### src/rtl/trig_cmp_pkg.sv
package trig_cmp_pkg;

    typedef enum logic [2:0] {
        OP_OFF = 3'b000,
        OP_EQ  = 3'b001,
        OP_GT  = 3'b010,
        OP_GE  = 3'b011,
        OP_RSV = 3'b100,
        OP_NE  = 3'b101,
        OP_LT  = 3'b110,
        OP_LE  = 3'b111
    } cmp_op_e;

    // Relation of one observed bit to one golden bit, both unsigned 1-bit.
    function automatic logic rel_hit(cmp_op_e op, logic s, logic g);
        logic r;
        unique case (op)
            OP_EQ:   r = (s == g);
            OP_NE:   r = (s != g);
            OP_GT:   r = (s > g);
            OP_GE:   r = (s >= g);
            OP_LT:   r = (s < g);
            OP_LE:   r = (s <= g);
            OP_OFF:  r = 1'b0;
            OP_RSV:  r = 1'b0;
        endcase
        return r;
    endfunction

    function automatic logic op_live(cmp_op_e op);
        return !((op == OP_OFF) || (op == OP_RSV));
    endfunction

endpackage

### src/rtl/trig_grp_mux.sv
module trig_grp_mux #(
    parameter int NUM_GROUPS = 12,
    parameter int GROUP_W    = 128
) (
    input  logic [NUM_GROUPS*GROUP_W-1:0] sig_groups,
    input  logic [NUM_GROUPS-1:0]         grp_sel,
    output logic [GROUP_W-1:0]            grp_vec
);
    // AND-OR selector: each select bit gates its own group.
    always_comb begin
        grp_vec = '0;
        for (int k = 0; k < NUM_GROUPS; k++) begin
            if (grp_sel[k]) begin
                grp_vec = grp_vec | sig_groups[k*GROUP_W +: GROUP_W];
            end
        end
    end
endmodule

### src/rtl/trig_bit_probe.sv
module trig_bit_probe #(
    parameter int GROUP_W = 128,
    parameter int IDX_W   = 8
) (
    input  logic [GROUP_W-1:0]          grp_vec,
    input  logic [GROUP_W-1:0]          golden,
    input  logic [IDX_W-1:0]            idx,
    input  trig_cmp_pkg::cmp_op_e       op,
    output logic                        hit
);
    localparam int SEL_W = (GROUP_W > 1) ? $clog2(GROUP_W) : 1;

    logic [SEL_W-1:0] bit_pos;
    logic             obs_bit;
    logic             gold_bit;

    assign bit_pos = idx[SEL_W-1:0];

    generate
        if (IDX_W > SEL_W) begin : g_idx_hi
            logic unused_idx_hi;
            assign unused_idx_hi = ^idx[IDX_W-1:SEL_W];
        end
    endgenerate

    always_comb begin
        obs_bit  = grp_vec[bit_pos];
        gold_bit = golden[bit_pos];
        hit      = trig_cmp_pkg::rel_hit(op, obs_bit, gold_bit);
    end
endmodule

### src/rtl/trig_combiner.sv
module trig_combiner #(
    parameter int NUM_PROBES = 4
) (
    input  logic                  clk,
    input  logic                  rst_n,
    input  logic [NUM_PROBES-1:0] hit,
    input  logic [NUM_PROBES-1:0] en,
    input  logic                  any_mode,
    input  logic                  op_on,
    output logic                  match_q
);
    logic [NUM_PROBES-1:0] en_hits;
    logic                  all_hit;
    logic                  some_hit;
    logic                  match_d;

    always_comb begin
        en_hits  = hit & en;
        all_hit  = (en_hits == en);
        some_hit = |en_hits;
        unique case (any_mode)
            1'b0: match_d = op_on && (|en) && all_hit;
            1'b1: match_d = op_on && (|en) && some_hit;
        endcase
    end

    always_ff @(posedge clk) begin
        if (!rst_n) begin
            match_q <= 1'b0;
        end else begin
            match_q <= match_d;
        end
    end

    assert_no_enable_R8: assert property (@(posedge clk) disable iff (!rst_n)
        (en == '0) |=> !match_q);

    assert_all_mode_R9: assert property (@(posedge clk) disable iff (!rst_n)
        (!any_mode && op_on && (en != '0) && ((hit & en) == en)) |=> match_q);

    assert_any_mode_R10: assert property (@(posedge clk) disable iff (!rst_n)
        (any_mode && ((hit & en) == '0)) |=> !match_q);
endmodule

### src/rtl/trig_sig_cmp.sv
module trig_sig_cmp #(
    parameter int NUM_GROUPS = 12,
    parameter int GROUP_W    = 128,
    parameter int NUM_PROBES = 4,
    parameter int IDX_W      = 8
) (
    input  logic                          clk,
    input  logic                          rst_n,
    input  logic [NUM_GROUPS*GROUP_W-1:0] sig_groups,
    input  logic [NUM_GROUPS-1:0]         grp_sel,
    input  logic [NUM_PROBES*IDX_W-1:0]   probe_idx,
    input  logic [NUM_PROBES-1:0]         probe_en,
    input  logic [2:0]                    cmp_op,
    input  logic                          any_mode,
    input  logic [GROUP_W-1:0]            golden,
    output logic                          match_o
);
    import trig_cmp_pkg::*;

    cmp_op_e               op;
    logic [GROUP_W-1:0]    grp_vec;
    logic [NUM_PROBES-1:0] probe_hit;
    logic                  op_on;

    assign op    = cmp_op_e'(cmp_op);
    assign op_on = op_live(op);

    trig_grp_mux #(
        .NUM_GROUPS (NUM_GROUPS),
        .GROUP_W    (GROUP_W)
    ) u_mux (
        .sig_groups (sig_groups),
        .grp_sel    (grp_sel),
        .grp_vec    (grp_vec)
    );

    generate
        for (genvar p = 0; p < NUM_PROBES; p++) begin : g_probe
            trig_bit_probe #(
                .GROUP_W (GROUP_W),
                .IDX_W   (IDX_W)
            ) u_probe (
                .grp_vec (grp_vec),
                .golden  (golden),
                .idx     (probe_idx[p*IDX_W +: IDX_W]),
                .op      (op),
                .hit     (probe_hit[p])
            );
        end
    endgenerate

    trig_combiner #(
        .NUM_PROBES (NUM_PROBES)
    ) u_comb (
        .clk      (clk),
        .rst_n    (rst_n),
        .hit      (probe_hit),
        .en       (probe_en),
        .any_mode (any_mode),
        .op_on    (op_on),
        .match_q  (match_o)
    );

    assert_op_off_R4: assert property (@(posedge clk) disable iff (!rst_n)
        ((cmp_op == 3'b000) || (cmp_op == 3'b100)) |=> !match_o);

    assert_no_group_R3: assert property (@(posedge clk) disable iff (!rst_n)
        (grp_sel == '0) |-> (grp_vec == '0));
endmodule

### config.mk
export PLATFORM = sky130hd
export DESIGN_NAME = trig_sig_cmp
export DESIGN_NICKNAME = d
export VERILOG_FILES = /design/src/rtl/trig_cmp_pkg.sv /design/src/rtl/trig_grp_mux.sv /design/src/rtl/trig_bit_probe.sv /design/src/rtl/trig_combiner.sv /design/src/rtl/trig_sig_cmp.sv
export SDC_FILE = /design/constraint.sdc
export NUM_CORES = 1
export LEC_CHECK = 0
export ABC_AREA = 1
export BUFFER_PORTS_ARGS = -buffer_cell sky130_fd_sc_hd__buf_2
export CORE_AREA = 3 3 677 679
export CTS_CLUSTER_SIZE = 8
export DETAILED_ROUTE_END_ITERATION = 8
export DIE_AREA = 0 0 680 682
export PLACE_DENSITY = 0.3
export SLEW_MARGIN = 20
export SYNTH_ARGS = -nofsm -noshare
export SYNTH_HDL_FRONTEND = slang
export SYNTH_SLANG_ARGS = --single-unit
### constraint.sdc
create_clock -name clk -period 3 [get_ports clk]
set_clock_uncertainty 0.15 [all_clocks]
set_input_delay 0.6 -clock clk [delete_from_list [all_inputs] [get_ports clk]]
set_output_delay 0.6 -clock clk [all_outputs]
set_load 0.02 [all_outputs]
### Yosys cells after proc, flatten, opt, wreduce, memory -nomap -nowiden

Cells that the tools add are included.

* bits in registers: 1
* input port bits: 1718
* output and inout bits: 1
* logic and storage cells: 92

* order comparisons: 20
* equal/unequal tests: 16
* multiplexer cells: 33
* bitwise gates (word level): 13
* reductions and logical operators: 9

Operator list (number)
* 2-to-1 mux 128 bit: 12
* bitwise OR 128 bit: 11
* binary-select mux 1 bit (select 7 bit): 8
* < comparator 7 x 8 -> 1 bit, second input constant: 4
* case mux 1 bit (7 select lines): 4
* equality test 3 bit, second input constant: 4
* 2-to-1 mux 1 bit: 8
* OR reduction 4 bit: 2
* equality test 3 x 2 -> 1 bit, second input constant: 2
* bitwise AND 4 bit: 1
* equality test 1 bit: 4
* equality test 4 bit: 1
* >= comparator 1 bit: 4
* > comparator 1 bit: 4
* <= comparator 1 bit: 4
* < comparator 1 bit: 4
* != test 1 bit: 4
* equality test 3 x 1 -> 1 bit, second input constant: 1
* logical AND 1 bit: 3
* logical NOT 3 bit: 1
* case mux 1 bit (2 select lines): 1
* OR reduction 2 bit: 1
* logical NOT 1 bit: 1
* logical OR 1 bit: 1
* NOT 1 bit: 1

### Depth between registers and ports, before layout

* depth after elaboration: 31
* depth in mapped cells: 23
* depth with buffers taken out: 21

### Hierarchy

Synthesis repeated with hierarchy kept, for this count alone.

* cell total of the unflattened synthesis: 5437
* area, all modules: 23406.2 um2

Modules (own cells, without submodules)
* trig_grp_mux: instances 1, cells each 2984, area an instance 12468.2 um2
* trig_bit_probe: instances 4, cells each 607, area an instance 2706.3 um2
* trig_combiner: instances 1, cells each 22, area an instance 101.3 um2
* trig_sig_cmp: instances 1, cells each 3, area an instance 11.3 um2

### Least setup slack after synthesis

Ideal clock, no wire load.

* path type: input to register
* start: input port grp_sel[2]
* end: register u_comb.match_q
* arrival time: 2.705 ns
* required time: 2.786 ns
* path slack: 0.081 ns
* cell stages on the path: 23
* path buffers: 2
* cells stage by stage: buf_6 -> buf_2 -> nand2_1 -> nand2_1 -> nor2_1 -> nand4_1 -> nand3_1 -> nand3_1 -> nand3_1 -> nand3_1 -> nand3_1 -> nand2_1 -> nand2_1 -> nand2_1 -> ha_1 -> or2_2 -> o2111ai_1 -> o21ai_0 -> nand2_1 -> o21ai_0 -> nor2_1 -> nor2_1 -> nor2_1

* cells in the longest elaborated chain, start to end: 27

Ends and longest elaborated chain
* start: declaration: line trig_sig_cmp.sv:10 `input logic [NUM_GROUPS-1:0] grp_sel,`
* 2-to-1 mux 128 bit (*): line trig_grp_mux.sv:13 `if (grp_sel[k]) begin`
* bitwise OR 128 bit: line trig_grp_mux.sv:14 `grp_vec = grp_vec | sig_groups[k*GROUP_W +: GROUP_W];`
* 2-to-1 mux 128 bit (*): line trig_grp_mux.sv:13
* bitwise OR 128 bit: line trig_grp_mux.sv:14
* 2-to-1 mux 128 bit (*): line trig_grp_mux.sv:13
* bitwise OR 128 bit: line trig_grp_mux.sv:14
* 2-to-1 mux 128 bit (*): line trig_grp_mux.sv:13
* bitwise OR 128 bit: line trig_grp_mux.sv:14
* [11 not listed]
* binary-select mux 1 bit (select 7 bit): line trig_bit_probe.sv:27 `obs_bit = grp_vec[bit_pos];`
* 2-to-1 mux 1 bit (implied by the code): line trig_bit_probe.sv:27
* <= comparator 1 bit (tied with other cells): line trig_cmp_pkg.sv:23 `OP_LE: r = (s <= g);`
* case mux 1 bit (7 select lines): line trig_cmp_pkg.sv:17 `unique case (op)`
* bitwise AND 4 bit (*): line trig_combiner.sv:18 `en_hits = hit & en;`
* equality test 4 bit / OR reduction 4 bit (equally long branches): line trig_combiner.sv:19, trig_combiner.sv:20
* logical AND 1 bit, on equally long branches: line trig_combiner.sv:22, trig_combiner.sv:23
* case mux 1 bit (2 select lines) (*): line trig_combiner.sv:21 `unique case (any_mode)`
* end signal: assignment: line trig_combiner.sv:31 `match_q <= match_d;`
* end: declaration: line trig_combiner.sv:10 `output logic match_q`

Mark *: on every way between the ends. The rest lies on a longest branch, timed or not. The select of a mux whose other input is x is not followed.
A chain may end at the register's enable or synchronous reset.

### Worst setup path after layout

* start: input port grp_sel[7]
* end: register u_comb.match_q

* cells in the longest elaborated chain, start to end: 17

Ends and longest elaborated chain (line)
* 2-to-1 mux 128 bit (*): trig_grp_mux.sv:13
* bitwise OR 128 bit: trig_grp_mux.sv:14
* 2-to-1 mux 128 bit (*): trig_grp_mux.sv:13
* bitwise OR 128 bit: trig_grp_mux.sv:14
* 2-to-1 mux 128 bit (*): trig_grp_mux.sv:13
* bitwise OR 128 bit: trig_grp_mux.sv:14
* 2-to-1 mux 128 bit (*): trig_grp_mux.sv:13
* bitwise OR 128 bit: trig_grp_mux.sv:14
* 2-to-1 mux 128 bit (*): trig_grp_mux.sv:13
* binary-select mux 1 bit (select 7 bit): trig_bit_probe.sv:27
* 2-to-1 mux 1 bit (implied by the code): trig_bit_probe.sv:27
* <= comparator 1 bit (tied with other cells): trig_cmp_pkg.sv:23
* case mux 1 bit (7 select lines): trig_cmp_pkg.sv:17
* bitwise AND 4 bit (*): trig_combiner.sv:18
* equality test 4 bit / OR reduction 4 bit (equally long branches): trig_combiner.sv:19, trig_combiner.sv:20
* logical AND 1 bit, on equally long branches: trig_combiner.sv:22, trig_combiner.sv:23
* case mux 1 bit (2 select lines) (*): trig_combiner.sv:21

Marks and branches as above.

==> insert_results.sql <==
INSERT INTO impl_metrics (metric_group, metric, value, unit) VALUES
('detailed_routing', 'number_of_nets_with_antenna_violations_after_detailed_routing', '0', ''),
('synthesis', 'post_synth_edffs', '0', ''),
('timing', 'finalCritPeriodShare', '1.35', ''),
('cts', 'cts-hold-fix-buffers', '0', ''),
('worst_setup_path', 'timing.critical_path.mode_cell', 'nand2_1', ''),
('layout', 'layout-area-overhead-vs-synth', '141', '%'),
('synthesis', 'synth.largest_area_cell', 'nand2_1', ''),
('timing', 'grt_setup_unrepaired', 'true', ''),
('power_and_ir_drop', 'power-per-cell-area', '196', 'nW/um^2'),
('timing', 'worst_pin_slew', '880', 'ps'),
('timing', 'post_layout_worst_setup_margin', '-1040', 'ps'),
('timing', 'slew_headroom', '0.414', ''),
('detailed_routing', 'drc_errors', '0', ''),
('timing', 'total_negative_setup_slacks', '-1040', 'ps'),
('grt', 'initial_antenna_violation_count', '480', ''),
('layout', 'max_reg_flops', '1', ''),
('synthesis', 'synth-async-reset-ratio', '0', ''),
('detailed_routing', 'postRouteWirelength', '542000', 'um'),
('die', 'die_h', '682', 'um'),
('synthesis', 'netlist_instances', '4993', ''),
('placement', 'place_congestion', '0.978', ''),
('grt', 'grt_use_met2', '0.385', ''),
('layout', 'final_core_util', '0.126', ''),
('placement', 'dp_slack', '-1820', 'ps'),
('run_status', 'failing_checks', 'setup timing', ''),
('layout', 'drive_gt1_frac', '0.507', ''),
('timing', 'setup_viol', '1', ''),
('worst_setup_path', 'end_kind', 'flop', ''),
('timing', 'timing.final.hold_violations', '0', ''),
('worst_setup_path', 'crit_required', '2780', 'ps'),
('grt', 'grt_pass1_wl', '634000', 'um'),
('worst_setup_path', 'kind_of_critical_path', 'primary input to flop', ''),
('grt', 'grt_util_met1', '0.263', ''),
('timing', 'max_freq', '247', 'MHz'),
('timing', 'drv_slew', '0', ''),
('worst_setup_path', 'worstPathMaxFanout', '10', ''),
('layout', 'largest_registers', 'u_comb.match_q (1)', ''),
('detailed_routing', 'detailedRoute.firstIterationViolations', '5005', ''),
('synthesis', 'synth-warning-count', '0', ''),
('synthesis', 'yosysUniqueCellTypes', '25', ''),
('synthesis', 'synth_top_area_frac', '0.380', ''),
('run', 'cap_violations', '0', ''),
('placement', 'detailedPlacementHpwl', '477000', 'um'),
('die', 'initial_utilization', '0.0522', ''),
('layout', 'register_name_with_the_most_flops', 'u_comb.match_q', ''),
('worst_setup_path', 'slowest_cp_cell', 'clkbuf_16', ''),
('worst_setup_path', 'critPathArrivalTime', '3820', 'ps'),
('power_and_ir_drop', 'cellLeakagePower', '0.0269', 'uW'),
('synthesis', 'cell_types_occupying_the_most_area_after_synthesis', 'nand2_1 (38%), nand4_1 (14%), nand3_1 (13%)', ''),
('power_and_ir_drop', 'max-vdd-ir-drop', '96.3', 'uV'),
('detailed_routing', 'via_per_inst', '3.68', ''),
('synthesis', 'syn-cell-area', '23600', 'um^2'),
('worst_setup_path', 'timing.critical_path.slowest_cell_delay', '300', 'ps'),
('grt', 'number_of_global_route_vias_before_repair', '49000', ''),
('synthesis', 'postSynthAreaPerCell', '4.73', 'um^2'),
('run_status', 'result_of_the_run', 'complete, but fails checks', ''),
('synthesis', 'yosys.cell_count.top_type', 'nand2_1', ''),
('synthesis', 'ys_dominant_reg_cell', 'dfxtp_1', ''),
('grt', 'grt_util_met3', '0.0442', ''),
('layout', 'num-nets-final', '9390', ''),
('grt', 'grt_start_max_net_pins', '49', ''),
('hold_path', 'worstHoldPathType', 'primary input to flop', ''),
('die', 'placeableCoreArea', '452000', 'um^2'),
('grt', 'grt_usage', '0.219', ''),
('timing', 'whs', '932', 'ps'),
('detailed_routing', 'drtPass1Iterations', '8', ''),
('grt', 'globalRouteOverflowTotal', '0', ''),
('die', 'die_width', '680', 'um'),
('detailed_routing', 'route.detailed.wl_per_inst', '38.8', 'um'),
('placement', 'io_buffers', '1714', ''),
('synthesis', 'syn-num-nets', '6723', ''),
('worst_setup_path', 'critPathLaunchType', 'primary input', ''),
('cts', 'cts.clk_slew.worst_paths', '10', 'ps'),
('synthesis', 'synth-seq-cells', '1', ''),
('die', 'ios', '1719', ''),
('die', 'dieArea', '464000', 'um^2'),
('die', 'placement_rows', '247', ''),
('grt', 'grt_busiest_layer', 'met2', ''),
('timing', 'post-route-min-period', '4040', 'ps'),
('synthesis', 'synth-seq-area-share', '0.000847', ''),
('synthesis', 'synthTopCellsByCount', 'nand2_1 (2,391), nand3_1 (603), nand4_1 (513), nor2_1 (455), o21ai_0 (255)', ''),
('detailed_routing', 'vias', '51500', '');
[critical path: cells and delay by family]
family	cells	cell delay [ps]
adder cells (fa/ha/maj)	1	170
AND/OR/NAND/NOR	17	1930
buffers and inverters	4	720
AO/OA/AOI/OAI	3	240
[worst paths after layout]
path,startpoint,slack (ps),depth (start not counted),endpoint
worst min-delay path,any_mode,930,3,u_comb.match_q$_SDFF_PN0_
worst max-delay path,grp_sel[7],-1040,25,u_comb.match_q$_SDFF_PN0_
[logic make-up (layout without fill, tap and decap cells)]
logic type | Yosys count | count (layout) | share of synthesized area
buffers and inverters | 418 | 3083 | 0.118
AOI/OAI and AO/OA | 403 | 403 | 0.107
adders and majority gates | 12 | 12 | 0.00635
other | 0 | 339 | 0
DFF | 1 | 1 | 0.000847
and+or+nand+nor | 4159 | 4159 | 0.768
[per-stage QoR]
step	instances	area [um^2]	total power (uW)
final	14000	57100	11200
after global routing	13800	56800	11700
after CTS	13600	53800	10900
after detailed placement	13500	50400	10200
after global placement	13500	50400	10300
after floorplan	4993	23600	2770
[per-layer routing]
| layer | share of wire | vias to the layer above |
|---|---|---|
| met5 | 0.0017 | - |
| met4 | 0.048 | 146 |
| met3 | 0.065 | 877 |
| met2 | 0.49 | 3045 |
| met1 | 0.40 | 24700 |
| li1 | - | 22700 |
[power breakdown]
part           leakage (uW)  total, uW  switching, uW  internal [uW]
logic                0.0269      11200           6830           4350
registers        0.00000825       17.8           3.02           14.8
clock network    0.00000215     0.0158              0         0.0158
[layout by cell type, fill, tap and decap left out, types with 15 or more instances in the layout]
| cell type | n |
|---|---|
| o21ai_0 | 251 |
| buf_12 | 307 |
| nand2_4 | 40 |
| clkbuf_16 | 15 |
| nor2_1 | 310 |
| nand3_2 | 202 |
| buf_6 | 71 |
| buf_16 | 44 |
| inv_1 | 26 |
| o221ai_1 | 128 |
| nor2_2 | 153 |
| nand3_4 | 41 |
| nand2_1 | 2170 |
| buf_2 | 1690 |
| nand2_2 | 181 |
| nand4_1 | 513 |
| nor2_4 | 188 |
| nand3_1 | 360 |
| buf_4 | 895 |
| diode_2 | 339 |
[timing repair]
action                     in CTS  in global routing
setup endpoints to repair       1                  1
hold endpoints to repair        0                  0
gates cloned                   15                 15
setup buffers                  45                 22
pin swaps                      65                198
resized for setup             617                460
[cell type report]
cell class,count,area [um^2]
diodes,339,848
flip-flops and latches,1,20.0
fillers,53600,395000
multi-input cells,4574,24500
inverters,46,208
well taps,5976,7480
repair buffers,3037,24000
Power figures use the tool's default switching activity.
